## config.mk

```make
export PLATFORM = sky130hd
export DESIGN_NAME = xls_stabilizer
export DESIGN_NICKNAME = d
export VERILOG_FILES = /design/src/rtl/xls_pkg.sv /design/src/rtl/xls_sync.sv /design/src/rtl/xls_prescaler.sv /design/src/rtl/xls_delay_line.sv /design/src/rtl/xls_stabilizer.sv
export SDC_FILE = /design/constraint.sdc
export NUM_CORES = 1
export LEC_CHECK = 0
export BUFFER_PORTS_ARGS = -buffer_cell sky130_fd_sc_hd__buf_4
export CORE_MARGIN = 10
export CORE_UTILIZATION = 65
export CTS_CLUSTER_DIAMETER = 30
export DETAILED_ROUTE_END_ITERATION = 16
export PLACE_DENSITY_LB_ADDON = 0.15
export REMOVE_ABC_BUFFERS = 1
export SLEW_MARGIN = 15
export SYNTH_ARGS = -nofsm -noshare
export SYNTH_HDL_FRONTEND = slang
export SYNTH_SLANG_ARGS = --single-unit
```

## constraint.sdc

```tcl
create_clock -name clk_i -period 4.1 [get_ports clk_i]
set_input_delay 0.615 -clock clk_i [delete_from_list [all_inputs] [get_ports clk_i]]
set_output_delay 0.615 -clock clk_i [all_outputs]
set_load 0.005 [all_outputs]
```

## src/rtl/xls_pkg.sv

```systemverilog
package xls_pkg;
   localparam int XLS_SYNC_STAGES = 2;
   localparam int XLS_DEF_TAPS    = 296;
   localparam int XLS_DEF_DIV_W   = 16;
endpackage

```

## src/rtl/xls_sync.sv

```systemverilog
module xls_sync #(
   parameter int STAGES = xls_pkg::XLS_SYNC_STAGES
) (
   input  logic clk_i,
   input  logic rst_i,
   input  logic d_i,
   output logic q_o
);
   initial assert (STAGES >= 2) else $error("xls_sync: STAGES must be at least 2");

   logic [STAGES-1:0] chain_q;

   always_ff @(posedge clk_i) begin
      if (rst_i) chain_q <= '0;
      else       chain_q <= {chain_q[STAGES-2:0], d_i};
   end

   assign q_o = chain_q[STAGES-1];
endmodule

```

## src/rtl/xls_prescaler.sv

```systemverilog
module xls_prescaler #(
   parameter int DIV_W = xls_pkg::XLS_DEF_DIV_W
) (
   input  logic             clk_i,
   input  logic             rst_i,
   input  logic [DIV_W-1:0] div_i,
   output logic             stb_o
);
   initial assert (DIV_W >= 1) else $error("xls_prescaler: DIV_W must be positive");

   logic [DIV_W-1:0] cnt_q;
   logic [DIV_W-1:0] lim_q;
   logic             stb_q;
   logic             wrap;

   assign wrap = (cnt_q == lim_q);

   always_ff @(posedge clk_i) begin
      if (rst_i) begin
         cnt_q <= '0;
         lim_q <= '0;
         stb_q <= 1'b0;
      end else if (wrap) begin
         cnt_q <= '0;
         lim_q <= div_i;
         stb_q <= 1'b1;
      end else begin
         cnt_q <= cnt_q + 1'b1;
         stb_q <= 1'b0;
      end
   end

   assign stb_o = stb_q;

   AST_CNT_BOUND: assert property (@(posedge clk_i) disable iff (rst_i)
      cnt_q <= lim_q);
   AST_LIM_HOLD: assert property (@(posedge clk_i) disable iff (rst_i)
      !wrap |=> $stable(lim_q));
endmodule

```

## src/rtl/xls_delay_line.sv

```systemverilog
module xls_delay_line #(
   parameter int TAPS = xls_pkg::XLS_DEF_TAPS
) (
   input  logic clk_i,
   input  logic rst_i,
   input  logic shift_i,
   input  logic din_i,
   output logic tail_o
);
   initial assert (TAPS >= 1) else $error("xls_delay_line: TAPS must be positive");

   generate
      if (TAPS == 1) begin : g_single
         logic bit_q;
         always_ff @(posedge clk_i) begin
            if (rst_i)        bit_q <= 1'b0;
            else if (shift_i) bit_q <= din_i;
         end
         assign tail_o = bit_q;
      end else begin : g_chain
         logic [TAPS-1:0] line_q;
         always_ff @(posedge clk_i) begin
            if (rst_i)        line_q <= '0;
            else if (shift_i) line_q <= {line_q[TAPS-2:0], din_i};
         end
         assign tail_o = line_q[TAPS-1];
      end
   endgenerate
endmodule

```

## src/rtl/xls_stabilizer.sv

```systemverilog
module xls_stabilizer #(
   parameter int N     = xls_pkg::XLS_DEF_TAPS,
   parameter int DIV_W = xls_pkg::XLS_DEF_DIV_W
) (
   input  logic             clk_i,
   input  logic             rst_i,
   input  logic             osc_i,
   input  logic [DIV_W-1:0] div_i,
   output logic             corr_o,
   output logic             stb_o
);
   initial assert (N >= 1) else $error("xls_stabilizer: N must be positive");

   logic osc_s;
   logic stb;
   logic tail;
   logic corr_q;

   xls_sync #(.STAGES(xls_pkg::XLS_SYNC_STAGES)) u_sync (
      .clk_i (clk_i),
      .rst_i (rst_i),
      .d_i   (osc_i),
      .q_o   (osc_s)
   );

   xls_prescaler #(.DIV_W(DIV_W)) u_presc (
      .clk_i (clk_i),
      .rst_i (rst_i),
      .div_i (div_i),
      .stb_o (stb)
   );

   xls_delay_line #(.TAPS(N)) u_line (
      .clk_i   (clk_i),
      .rst_i   (rst_i),
      .shift_i (stb),
      .din_i   (osc_s),
      .tail_o  (tail)
   );

   always_ff @(posedge clk_i) begin
      if (rst_i)    corr_q <= 1'b0;
      else if (stb) corr_q <= osc_s ^ tail;
   end

   assign corr_o = corr_q;
   assign stb_o  = stb;

   AST_CORR_HOLD: assert property (@(posedge clk_i) disable iff (rst_i)
      !stb |=> $stable(corr_q));
   AST_RESET_CLEAR: assert property (@(posedge clk_i)
      rst_i |=> (corr_o == 1'b0 && stb_o == 1'b0));
endmodule

```

== Word-level counts from Yosys, hierarchy flattened ==
Index checks and enable logic that the tools add are counted.

* Register bits after elaboration: 332
* Bits of input ports: 19
* Output and inout port bits: 2
* Word-level logic and storage cells: 11

* Add/sub/neg operators: 1
* Equality and inequality tests: 1
* Mux-type cells: 1
* Bitwise logic cells: 1
* Reduce and logical (&&, ||, !) cells: 1

{| class="wikitable"
|+ Operators with widths
! operator !! number
|-
| 16-bit by 1-bit adder with 16-bit output (second input constant) || 1
|-
| 16-bit == test || 1
|-
| 2-bit OR reduction || 1
|-
| 1-bit two-way mux || 1
|-
| 1-bit XOR || 1
|}

== Depth between registers and ports, before layout ==
Gate-level depths: netlist of run 1.

* Word-level depth: 2
* Depth in mapped cells: 6

== By module ==
Synthesis of run 1 repeated with hierarchy kept, for this count alone.

* Cell total of the unflattened synthesis: 1135
* Area total of the unflattened synthesis: 12279.3 µm²

{| class="wikitable"
|+ By module, submodules not included
! module !! times used !! cells an instance !! area an instance (µm²) !! seq. area each (µm²)
|-
| xls_delay_line || 1 || 954 || 10537.6 || 5925.7
|-
| xls_prescaler || 1 || 173 || 1644.1 || 660.6
|-
| xls_sync || 1 || 4 || 52.6 || 40.0
|-
| xls_stabilizer || 1 || 4 || 45.0 || 20.0
|}

== Worst setup path before layout of run 1 ==
No wires, ideal clock.

* Path type: register to register
* From: reg u_presc.cnt_q[0]
* To: reg u_presc.cnt_q[14]
* Setup time: 0.086 ns
* Arrival: 1.651 ns
* Path slack: 2.364 ns
* Cell stages (with the launch flop): 6
* Buffers on the path: 0
* Period minus slack after synthesis: 1.736 ns
* Cells stage by stage: dfxtp_1 -> ha_1 -> and4_2 -> nand2_1 -> or4_1 -> a211oi_1

* Longest elaborated chain between the ends: 2

{| class="wikitable"
|+ RTL lines
! item !! RTL line !! source
|-
| start: declaration || xls_prescaler.sv:11 || <nowiki>logic [DIV_W-1:0] cnt_q;</nowiki>
|-
| start signal: assignment || xls_prescaler.sv:28 || <nowiki>cnt_q <= cnt_q + 1'b1;</nowiki>
|-
| parallel branches: the longest is 2 deep, another holds 16-bit by 1-bit adder with 16-bit output || -- ||
|}

Several ways; the timed one is not identified.
A chain may end at the register's enable or synchronous reset.

== Worst setup path after layout of run 1 ==
* From: reg u_presc.stb_q, in the netlist u_presc.stb_o
* To: out stb_o

{| class="wikitable"
|+ RTL lines
! item !! RTL line !! source
|-
| start: declaration || xls_prescaler.sv:13 || <nowiki>logic stb_q;</nowiki>
|-
| start signal: assignment || xls_prescaler.sv:22 || <nowiki>stb_q <= 1'b0;</nowiki>
|-
| start signal: assignment || xls_prescaler.sv:26 || <nowiki>stb_q <= 1'b1;</nowiki>
|-
| start signal: assignment || xls_prescaler.sv:29 || <nowiki>stb_q <= 1'b0;</nowiki>
|-
| end: declaration || xls_stabilizer.sv:10 || <nowiki>output logic stb_o</nowiki>
|}

No word-level cell between the ends.

==> qor.yml, run 1 <==
outcome: "finished clean"
synthArstFlopShare: 0
cts_max_path_buffers: 3
critPathMaxStageDelay_ns: 0.85
grt_pass1_wl_mm: 31.9
io_buffer_count: 20
ir_drop_uv: 451
place_worst_setup_slack_ns: 1.94
drv_cap: 0
clock_sinks: 332
leakagePower_uw: 0.00498
ant_nets: 0
worstSetupEndpointType: "output port"
worstHoldEndpoint: "u_sync.chain_q[0]"
crit_fanout: 46
cp_cell_sequence: "buf_4"
min_period_ns: 2.26
fillers: 1186
synth_top_area_frac: 0.553
grt_busiest_layer: "met2"
synth_cells: 1132
tightestPinTransition_ns: 0.775
period_share: 0.552
gp_congestion: 0.760
finalWorstSetupSlack_ns: 1.84
syn2layout_area_growth_pct: 16.5
worstSetupPathType: "reg2out"
drt_wl_total_mm: 17.9
worst_hold_slack_ns: 0.306
worstPathRequired_ns: 3.48
first_iter_violations: 334
gr-usage-met2: 0.254
power_uw: 8900
synthDistinctLibCells: 31
hold_path.class: "in2reg"
cts_inserted_buffers: 49
start_util: 0.664
use_met3: 0.0345
cts_hold_buf: 0
synth_edf_count: 0
path_delay_family: "flip-flops"
grt_pass1_vias: 7338
clockRootBuffer: "clkbuf_16"
synth_area_um2: 12000
num_antenna_cells: 0
hold_start: "osc_i"
drc_errors: 0
finalMaxSlewViolations: 0
synth.top_cells.by_area: "dfxtp_1 (55%), mux2i_1 (26%), nor2_1 (9.3%), nand2b_1 (1.7%), xnor2_1 (1.5%)"
r2r_end: "u_presc.lim_q[10]"
coreArea_um2: 18100
die_h_um: 156
arrival_ns: 1.65
cts_tree: "done"
reg2reg_from: "u_presc.cnt_q[2]"
num_vias: 7331
synth_top_area_cell: "dfxtp_1"
dr.pass1.iters: 4
met1_usage: 0.180
skew_ns: 0.0177
rsz0062_at_grt: "false"
place.detailed.hpwl_mm: 9.40
synth_commonest_cells: "dfxtp_1 (332), mux2i_1 (312), nor2_1 (298)"
r2r_cells: 5
hold_viol: 0
yosysWarningCount: 0
ctsResizeCount: 0
p_per_area_nw_per_um2: 636
whs_path_depth: 2
critPathSlowestCell: "dfxtp_4"
post_cts_buffers: 0
dieWidth_um: 156
synth_ff_type: "dfxtp_1"
path_buf_inv: 1
clk-insertion-delay-late_ns: 0.54
ios: 21
rows: 49
grt_max_degree: 132
ys_ff_latch: 332
critPathLaunchType: "flip-flop"
routed_via_density: 5.22
crit_start: "u_presc.stb_o"
final_nets: 1156
die_area_um2: 24300
htreeDepth: 2
layout-drive-gt1-share: 0.106
antenna_found_initial: 0
ys_seq_area_frac: 0.553
yosysMostFrequentCell: "dfxtp_1"
relSlewSlack: 0.483
fmax_mhz: 442
rrSetupSlack_ns: 1.94
grt_usage: 0.150
overflow: 0
synth_area_per_cell_um2: 10.6
setup_viol_count_final: 0
avgRoutedWirePerCell_um: 12.7
clk_pin_slew_ns: 0.06
==> cell type report <==
type,count,area (µm²),area share
Timing Repair Buffer,29,275,0.0197
Tap cell,229,287,0.0205
Clock buffer,60,1370,0.0979
Clock inverter,31,358,0.0256
Multi-Input combinational cell,724,5050,0.361
Sequential cell,332,6650,0.475
==> registers in the layout, summed over array words and instances (netlist names) <==
signal,flops
u_presc.stb_o,1
corr_o,1
u_line.g_chain.line_q,296
u_presc.lim_q,16
u_presc.cnt_q,16
u_sync.chain_q,2
==> through the flow <==
stage	TNS [ns]	std cells	util	area, µm²
after global routing	0	1405	0.774	14000
after CTS	0	1405	0.774	14000
after global placement	0	1314	0.678	12300
final	0	1405	0.774	14000
after detailed placement	0	1314	0.678	12300
after floorplan	-1896.83	1056	-	11700
==> worst register-to-register path, stage by stage, from the launching register on <==
cell     delay (ns)
dfxtp_1        0.48
xnor2_1        0.17
nand4_1        0.15
nor4_4         0.60
buf_4          0.45
mux2i_1        0.24
==> where the power goes <==
group          leakage, µW  switching, µW  total, µW  internal (µW)
logic              0.00145            649       1250            604
registers          0.00268            122       3420           3290
clock network     0.000856           1500       4230           2730
==> logic make-up after synthesis <==
kind of cell,after synthesis,synth area share
AO/OA/AOI/OAI,7,0.00458
XOR/XNOR,28,0.0204
adder cells (fa/ha/maj),1,0.00104
buffers and inverters,76,0.0264
flip-flops,332,0.553
multiplexers,312,0.260
AND/OR/NAND/NOR,376,0.134
==> how the worst max path moves through the flow <==
stage	endpoint	cells after the start
5_1_grt	u_presc.lim_q[7]	5
3_5_place_dp	u_presc.lim_q[10]	5
4_1_cts	stb_o	1
6_report	stb_o	1
3_3_place_gp	u_presc.lim_q[3]	5
2_1_floorplan	u_line.g_chain.line_q[0]	2
==> metal layers <==
layer | routed length (µm) | vias to the layer above | part of all wire
li1 | - | 3822 | -
met1 | 8390 | 3400 | 0.47
met2 | 8500 | 78 | 0.48
met3 | 652 | 31 | 0.036
met4 | 327 | 0 | 0.018
met5 | 0 | - | 0
==> cell usage in the layout (no fill, tap or decap), drive strengths merged, types with 7 or more instances in the layout <==
master and count:
inv 13, nand2 7, xnor2 21, nand2b 32, dfxtp 332, mux2i 312
buf 29, xor2 7, clkbuf 60, nor2 298, nor3 12, clkinv 11
(Power assumes the default switching activity.)
==> inputs of run 2 (changes only) <==
--- a/config.mk
+++ b/config.mk
@@ -7,7 +7,7 @@
 export LEC_CHECK = 0
 export BUFFER_PORTS_ARGS = -buffer_cell sky130_fd_sc_hd__buf_4
 export CORE_MARGIN = 10
-export CORE_UTILIZATION = 65
+export CORE_UTILIZATION = 62
 export CTS_CLUSTER_DIAMETER = 30
 export DETAILED_ROUTE_END_ITERATION = 16
 export PLACE_DENSITY_LB_ADDON = 0.15
==> constraint.sdc (replaced) <==
create_clock -name clk_i -period 2.3 [get_ports clk_i]
set_input_delay 0.345 -clock clk_i [delete_from_list [all_inputs] [get_ports clk_i]]
set_output_delay 0.345 -clock clk_i [all_outputs]
set_load 0.005 [all_outputs]
==> qor.yml, run 2 (same netlist as run 1, synthesis figures left out) <==
outcome: "finished clean"
p_int_uw: 12400  # +87%
die_area_um2: 25300  # +4.2%
grt_pass1_wl_mm: 31.5  # -1.4%
hold_path.class: "in2reg"
clockRootBuffer: "clkbuf_16"
period_share: 0.856
layout-drive-gt1-share: 0.108  # +0.00154
crit_fanout: 74  # +61%
skew_ns: 0.0157  # -0.00203 ns
drc_errors: 0  # unchanged
clock_sinks: 332  # unchanged
cts_hold_buf: 0  # unchanged
tightestPinTransition_ns: 0.482  # -0.293 ns
finalNonFillerCells: 1447  # +3.0%
design_area_um2: 14300  # +1.9%
relSlewSlack: 0.678  # +0.195
top_register: "u_line.g_chain.line_q"
pwr-share-comb: 0.149  # +0.008
placed_cells_incl_taps: 1351  # +2.8%
fmax_mhz: 508
dr.pass1.iters: 4  # unchanged
post_cts_buffers: 0  # unchanged
num_antenna_cells: 0  # unchanged
place.detailed.hpwl_mm: 9.65  # +2.6%
dieWidth_um: 159  # +2.1%
drv_cap: 0  # unchanged
p_per_area_nw_per_um2: 1150  # +81%
cts_tree: "done"
arrival_ns: 1.62  # -0.03 ns
io_buffer_count: 20  # unchanged
worstSetupPathType: "reg2out"
r2r_end: "u_presc.cnt_q[14]"
finalMaxSlewViolations: 0  # unchanged
overflow: 0  # unchanged
path_delay_family: "buffers and inverters"
grt_max_degree: 76  # -42%
cts_max_path_buffers: 3  # unchanged
setup_viol_count_final: 0  # unchanged
critPathSlowestCell: "dfxtp_4"
final_nets: 1165  # +0.78%
first_iter_violations: 420  # +26%
start_util: 0.636  # -0.0284
r2r_cells: 5  # unchanged
min_period_ns: 1.97
reg_top3: "u_line.g_chain.line_q x296, u_presc.cnt_q x16, u_presc.lim_q x16"
antenna_found_initial: 0  # unchanged
htreeDepth: 2  # unchanged
worstSetupEndpointType: "output port"
worstHoldEndpoint: "u_sync.chain_q[0]"
hold_start: "osc_i"
fillers: 1303  # +9.9%
hold_viol: 0  # unchanged
num_vias: 7384  # +0.72%
grt_pass1_vias: 7077  # -3.6%
clk_pin_slew_ns: 0.05  # about the same
ant_nets: 0  # unchanged
ctsResizeCount: 0  # unchanged
swShare: 0.245  # -0.0101
grt_usage: 0.137  # -0.0123
finalWorstSetupSlack_ns: 0.331  # -1.51 ns
whs_path_depth: 2  # unchanged
reg2reg_from: "u_presc.cnt_q[0]"
power_frac_seq: 0.364  # -0.020
worstPathRequired_ns: 1.96  # -1.52 ns
rows: 50  # +2.0%
critPathLaunchType: "flip-flop"
cp_cell_sequence: "buf_12, buf_4"
leakagePower_uw: 0.00506  # +1.7%
setup_tns_ns: 0  # unchanged
clkPwrFrac: 0.487  # +0.012
clk-insertion-delay-late_ns: 0.53  # about the same
path_buf_inv: 2  # +1
routed_via_density: 5.10  # -2.2%
postPlaceCellArea_um2: 12400  # +1.3%
avgRoutedWirePerCell_um: 12.2  # -3.9%
rsz0062_at_grt: "false"
place_worst_setup_slack_ns: 0.415  # -1.53 ns
power_uw: 16500  # +85%
coreArea_um2: 18900  # +4.5%
drt_wl_total_mm: 17.7  # -1.0%
die_h_um: 159  # +2.1%
most-common-layout-cells: "dfxtp_1 (331), mux2i_1 (312), nor2_1 (298)"
gp_congestion: 0.787  # +3.5%
largest_reg_flops: 296  # unchanged
ios: 21  # unchanged
final_common_cell: "dfxtp_1"
switchingPower_uw: 4030  # +78%
rrSetupSlack_ns: 0.40  # -1.54 ns
ir_drop_uv: 1050  # +130%
cts_inserted_buffers: 52  # +6.1%
critPathMaxStageDelay_ns: 0.44  # -0.41 ns
syn2layout_area_growth_pct: 18.7
==> run 2: worst max path at each step <==
stage                                           to        startpoint  cells after the start
after global placement           u_presc.cnt_q[14]  u_presc.cnt_q[0]                      5
after detailed placement         u_presc.cnt_q[14]  u_presc.cnt_q[0]                      5
after floorplan           u_line.g_chain.line_q[0]     u_presc.stb_o                      2
after global routing                         stb_o     u_presc.stb_o                      2
after CTS                                    stb_o     u_presc.stb_o                      2
final                                        stb_o     u_presc.stb_o                      2
==> run 2: per-stage QoR <==
step,hold slack [ns],util
after floorplan,0.414,-
after global placement,0.438,0.657
after detailed placement,0.439,0.657
after CTS,0.0228,0.755
after global routing,0.0550,0.755
final,0.0453,0.755
==> run 2: layout make-up <==
cell class	instances	area, µm²	area share
sequential	332	6650	0.466
clock buffer	68	1420	0.0998
timing repair buffer	35	395	0.0277
tap	260	325	0.0228
clock inverter	28	415	0.0291
multi-input combinational	724	5050	0.354
==> run 2: routing by layer <==
metal	GRT usage	up-vias	share of wire	wire length, µm
li1	-	3831	-	-
met3	0.0325	30	0.033	579
met2	0.220	72	0.46	8160
met1	0.177	3451	0.49	8640
met5	0	-	0	0
met4	0.0505	0	0.018	318
==> run 2: power groups by stage <==
| stage | logic (µW) | registers [µW] | clock network [µW] |
|---|---|---|---|
| floorplan | 1460 | 6290 | 0 |
| global placement | 2460 | 6100 | 0 |
| detailed placement | 2470 | 6100 | 0 |
| CTS | 2490 | 5990 | 8180 |
| global route | 2620 | 5990 | 8460 |
| finish | 2450 | 5990 | 8020 |
==> inputs of run 3 (changes only) <==
--- a/config.mk
+++ b/config.mk
@@ -10,7 +10,7 @@
 export CORE_UTILIZATION = 62
 export CTS_CLUSTER_DIAMETER = 30
 export DETAILED_ROUTE_END_ITERATION = 16
-export PLACE_DENSITY_LB_ADDON = 0.15
+export PLACE_DENSITY = 0.81
 export REMOVE_ABC_BUFFERS = 1
 export SLEW_MARGIN = 15
 export SYNTH_ARGS = -nofsm -noshare
==> constraint.sdc (replaced) <==
create_clock -name clk_i -period 2.05 [get_ports clk_i]
set_input_delay 0.3075 -clock clk_i [delete_from_list [all_inputs] [get_ports clk_i]]
set_output_delay 0.3075 -clock clk_i [all_outputs]
set_load 0.005 [all_outputs]
==> qor.yml, run 3 (same netlist as run 1, synthesis figures left out) <==
placed_cells_incl_taps: 1362  # +0.81%
worst_hold_slack_ns: 0.0131  # -0.0322 ns
critPathLaunchType: "flip-flop"
cp_cell_sequence: "ha_1, and4_2, nand2_1, or4_1, a211oi_1"
worstPathRequired_ns: 2.49  # +0.53 ns
grt_pass1_vias: 7353  # +3.9%
finalNonFillerCells: 1452  # +0.35%
syn2layout_area_growth_pct: 19.1
drc_errors: 0  # unchanged
min_period_ns: 1.87
cts_hold_buf: 0  # unchanged
die_area_um2: 25300  # unchanged
routed_via_density: 5.13  # +0.44%
grt_pass1_wl_mm: 32.8  # +4.2%
reg_top3: "u_line.g_chain.line_q x296, u_presc.cnt_q x16, u_presc.lim_q x16"
p_per_area_nw_per_um2: 1280  # +11%
drv_cap: 0  # unchanged
grt_usage: 0.144  # +0.00640
cts_tree: "done"
skew_ns: 0.0163  # +0.000661 ns
final_nets: 1173  # +0.69%
io_buffer_count: 20  # unchanged
htreeDepth: 2  # unchanged
postPlaceCellArea_um2: 12500  # +0.87%
rrSetupSlack_ns: 0.18  # -0.22 ns
layout-drive-gt1-share: 0.119  # +0.0113
fmax_mhz: 535
num_antenna_cells: 0  # unchanged
path_buf_inv: 0  # -2
largest_reg_flops: 296  # unchanged
critPathSlowestCell: "or4_1"
antenna_found_initial: 0  # unchanged
setup_viol_count_final: 0  # unchanged
design_area_um2: 14300  # +0.37%
ctsResizeCount: 0  # unchanged
num_vias: 7442  # +0.79%
ant_nets: 0  # unchanged
cts_inserted_buffers: 49  # -5.8%
worstSetupPathType: "reg2reg"
wl_met2_mm: 8.85  # +8.5%
final_common_cell: "dfxtp_1"
crit_fanout: 5  # -93%
arrival_ns: 2.31  # +0.69 ns
period_share: 0.911
critPathMaxStageDelay_ns: 0.50  # +0.06 ns
rows: 50  # unchanged
clk-insertion-delay-late_ns: 0.54  # about the same
post_cts_buffers: 0  # unchanged
dr.pass1.iters: 4  # unchanged
hold_path.class: "in2reg"
die_h_um: 159  # unchanged
clockRootBuffer: "clkbuf_16"
most-common-layout-cells: "dfxtp_1 (331), mux2i_1 (312), nor2_1 (298)"
finalMaxSlewViolations: 0  # unchanged
path_delay_family: "simple AND/OR/NAND/NOR gates"
wl_met1_mm: 8.66  # +0.27%
place.detailed.hpwl_mm: 10.1  # +4.5%
gp_congestion: 0.776  # -1.3%
clk_pin_slew_ns: 0.06  # about the same
outcome: "finished clean"
cts_max_path_buffers: 3  # unchanged
start_util: 0.636  # unchanged
power_uw: 18400  # +12%
worstSetupEndpointType: "flip-flop"
ios: 21  # unchanged
dieWidth_um: 159  # unchanged
grt_max_degree: 106  # +39%
overflow: 0  # unchanged
first_iter_violations: 421  # +0.24%
relSlewSlack: 0.583  # -0.0959
drt_wl_total_mm: 18.6  # +4.9%
top_layer_used: "met4"
rsz0062_at_grt: "false"
coreArea_um2: 18900  # unchanged
tightestPinTransition_ns: 0.626  # +0.144 ns
clock_sinks: 332  # unchanged
top_register: "u_line.g_chain.line_q"
leakagePower_uw: 0.00511  # +0.84%
ir_drop_uv: 811  # -22%
met3_length_um: 716  # +24%
avgRoutedWirePerCell_um: 12.8  # +4.5%
hold_viol: 0  # unchanged
-- run 3: changes by cell type in the layout (fill, tap and decap cells not counted), sizes merged --
cell,before,now
buf,35,46
clkbuf,68,57
inv,7,15
clkinv,8,5
bufinv,9,8
clkinvlp,4,5
-- run 3: area by class of cell --
cell class,count,area (µm²)
Clock buffer,57,1340
Clock inverter,33,444
Fill cell,1279,4580
Multi-Input combinational cell,724,5050
Sequential cell,332,6650
Tap cell,260,325
Timing Repair Buffer,46,503
-- run 3: power breakdown --
| group | internal, µW | switching [µW] | total, µW |
|---|---|---|---|
| registers | 6590 | 155 | 6740 |
| clock network | 5770 | 3010 | 8780 |
| logic | 1390 | 1450 | 2840 |
| total | 13700 | 4620 | 18400 |
-- run 3: worst reg2reg max path, delay by kind of cell, from the launching register on --
| kind | cells | cell delay [ns] |
|---|---|---|
| AO/OA/AOI/OAI | 1 | 0.22 |
| adder cells (fa/ha/maj) | 1 | 0.25 |
| flip-flops | 1 | 0.43 |
| AND/OR/NAND/NOR | 3 | 0.88 |
-- run 3: path summary, 6_finish.rpt --
path              cells past startpoint              start                end
setup reg to reg                      5   u_presc.cnt_q[0]  u_presc.cnt_q[14]
hold reg to reg                       1  u_sync.chain_q[0]  u_sync.chain_q[1]
hold / removal                        2              osc_i  u_sync.chain_q[0]
setup / recovery                      5   u_presc.cnt_q[0]  u_presc.cnt_q[14]
-- run 3: per-layer routing --
layer / up-vias / global-route usage
met4: 0 / 0.0484
met2: 93 / 0.241
li1: 3836 / -
met1: 3480 / 0.178
met5: - / 0
met3: 33 / 0.0341
-- run 3: through the flow --
stage	setup WS, ns	setup TNS [ns]	util
after floorplan	-8.42	-2515.01	-
after global placement	0.229	0	0.663
after detailed placement	0.175	0	0.663
after CTS	0.182	0	0.757
after global routing	0.0516	0	0.757
final	0.182	0	0.757
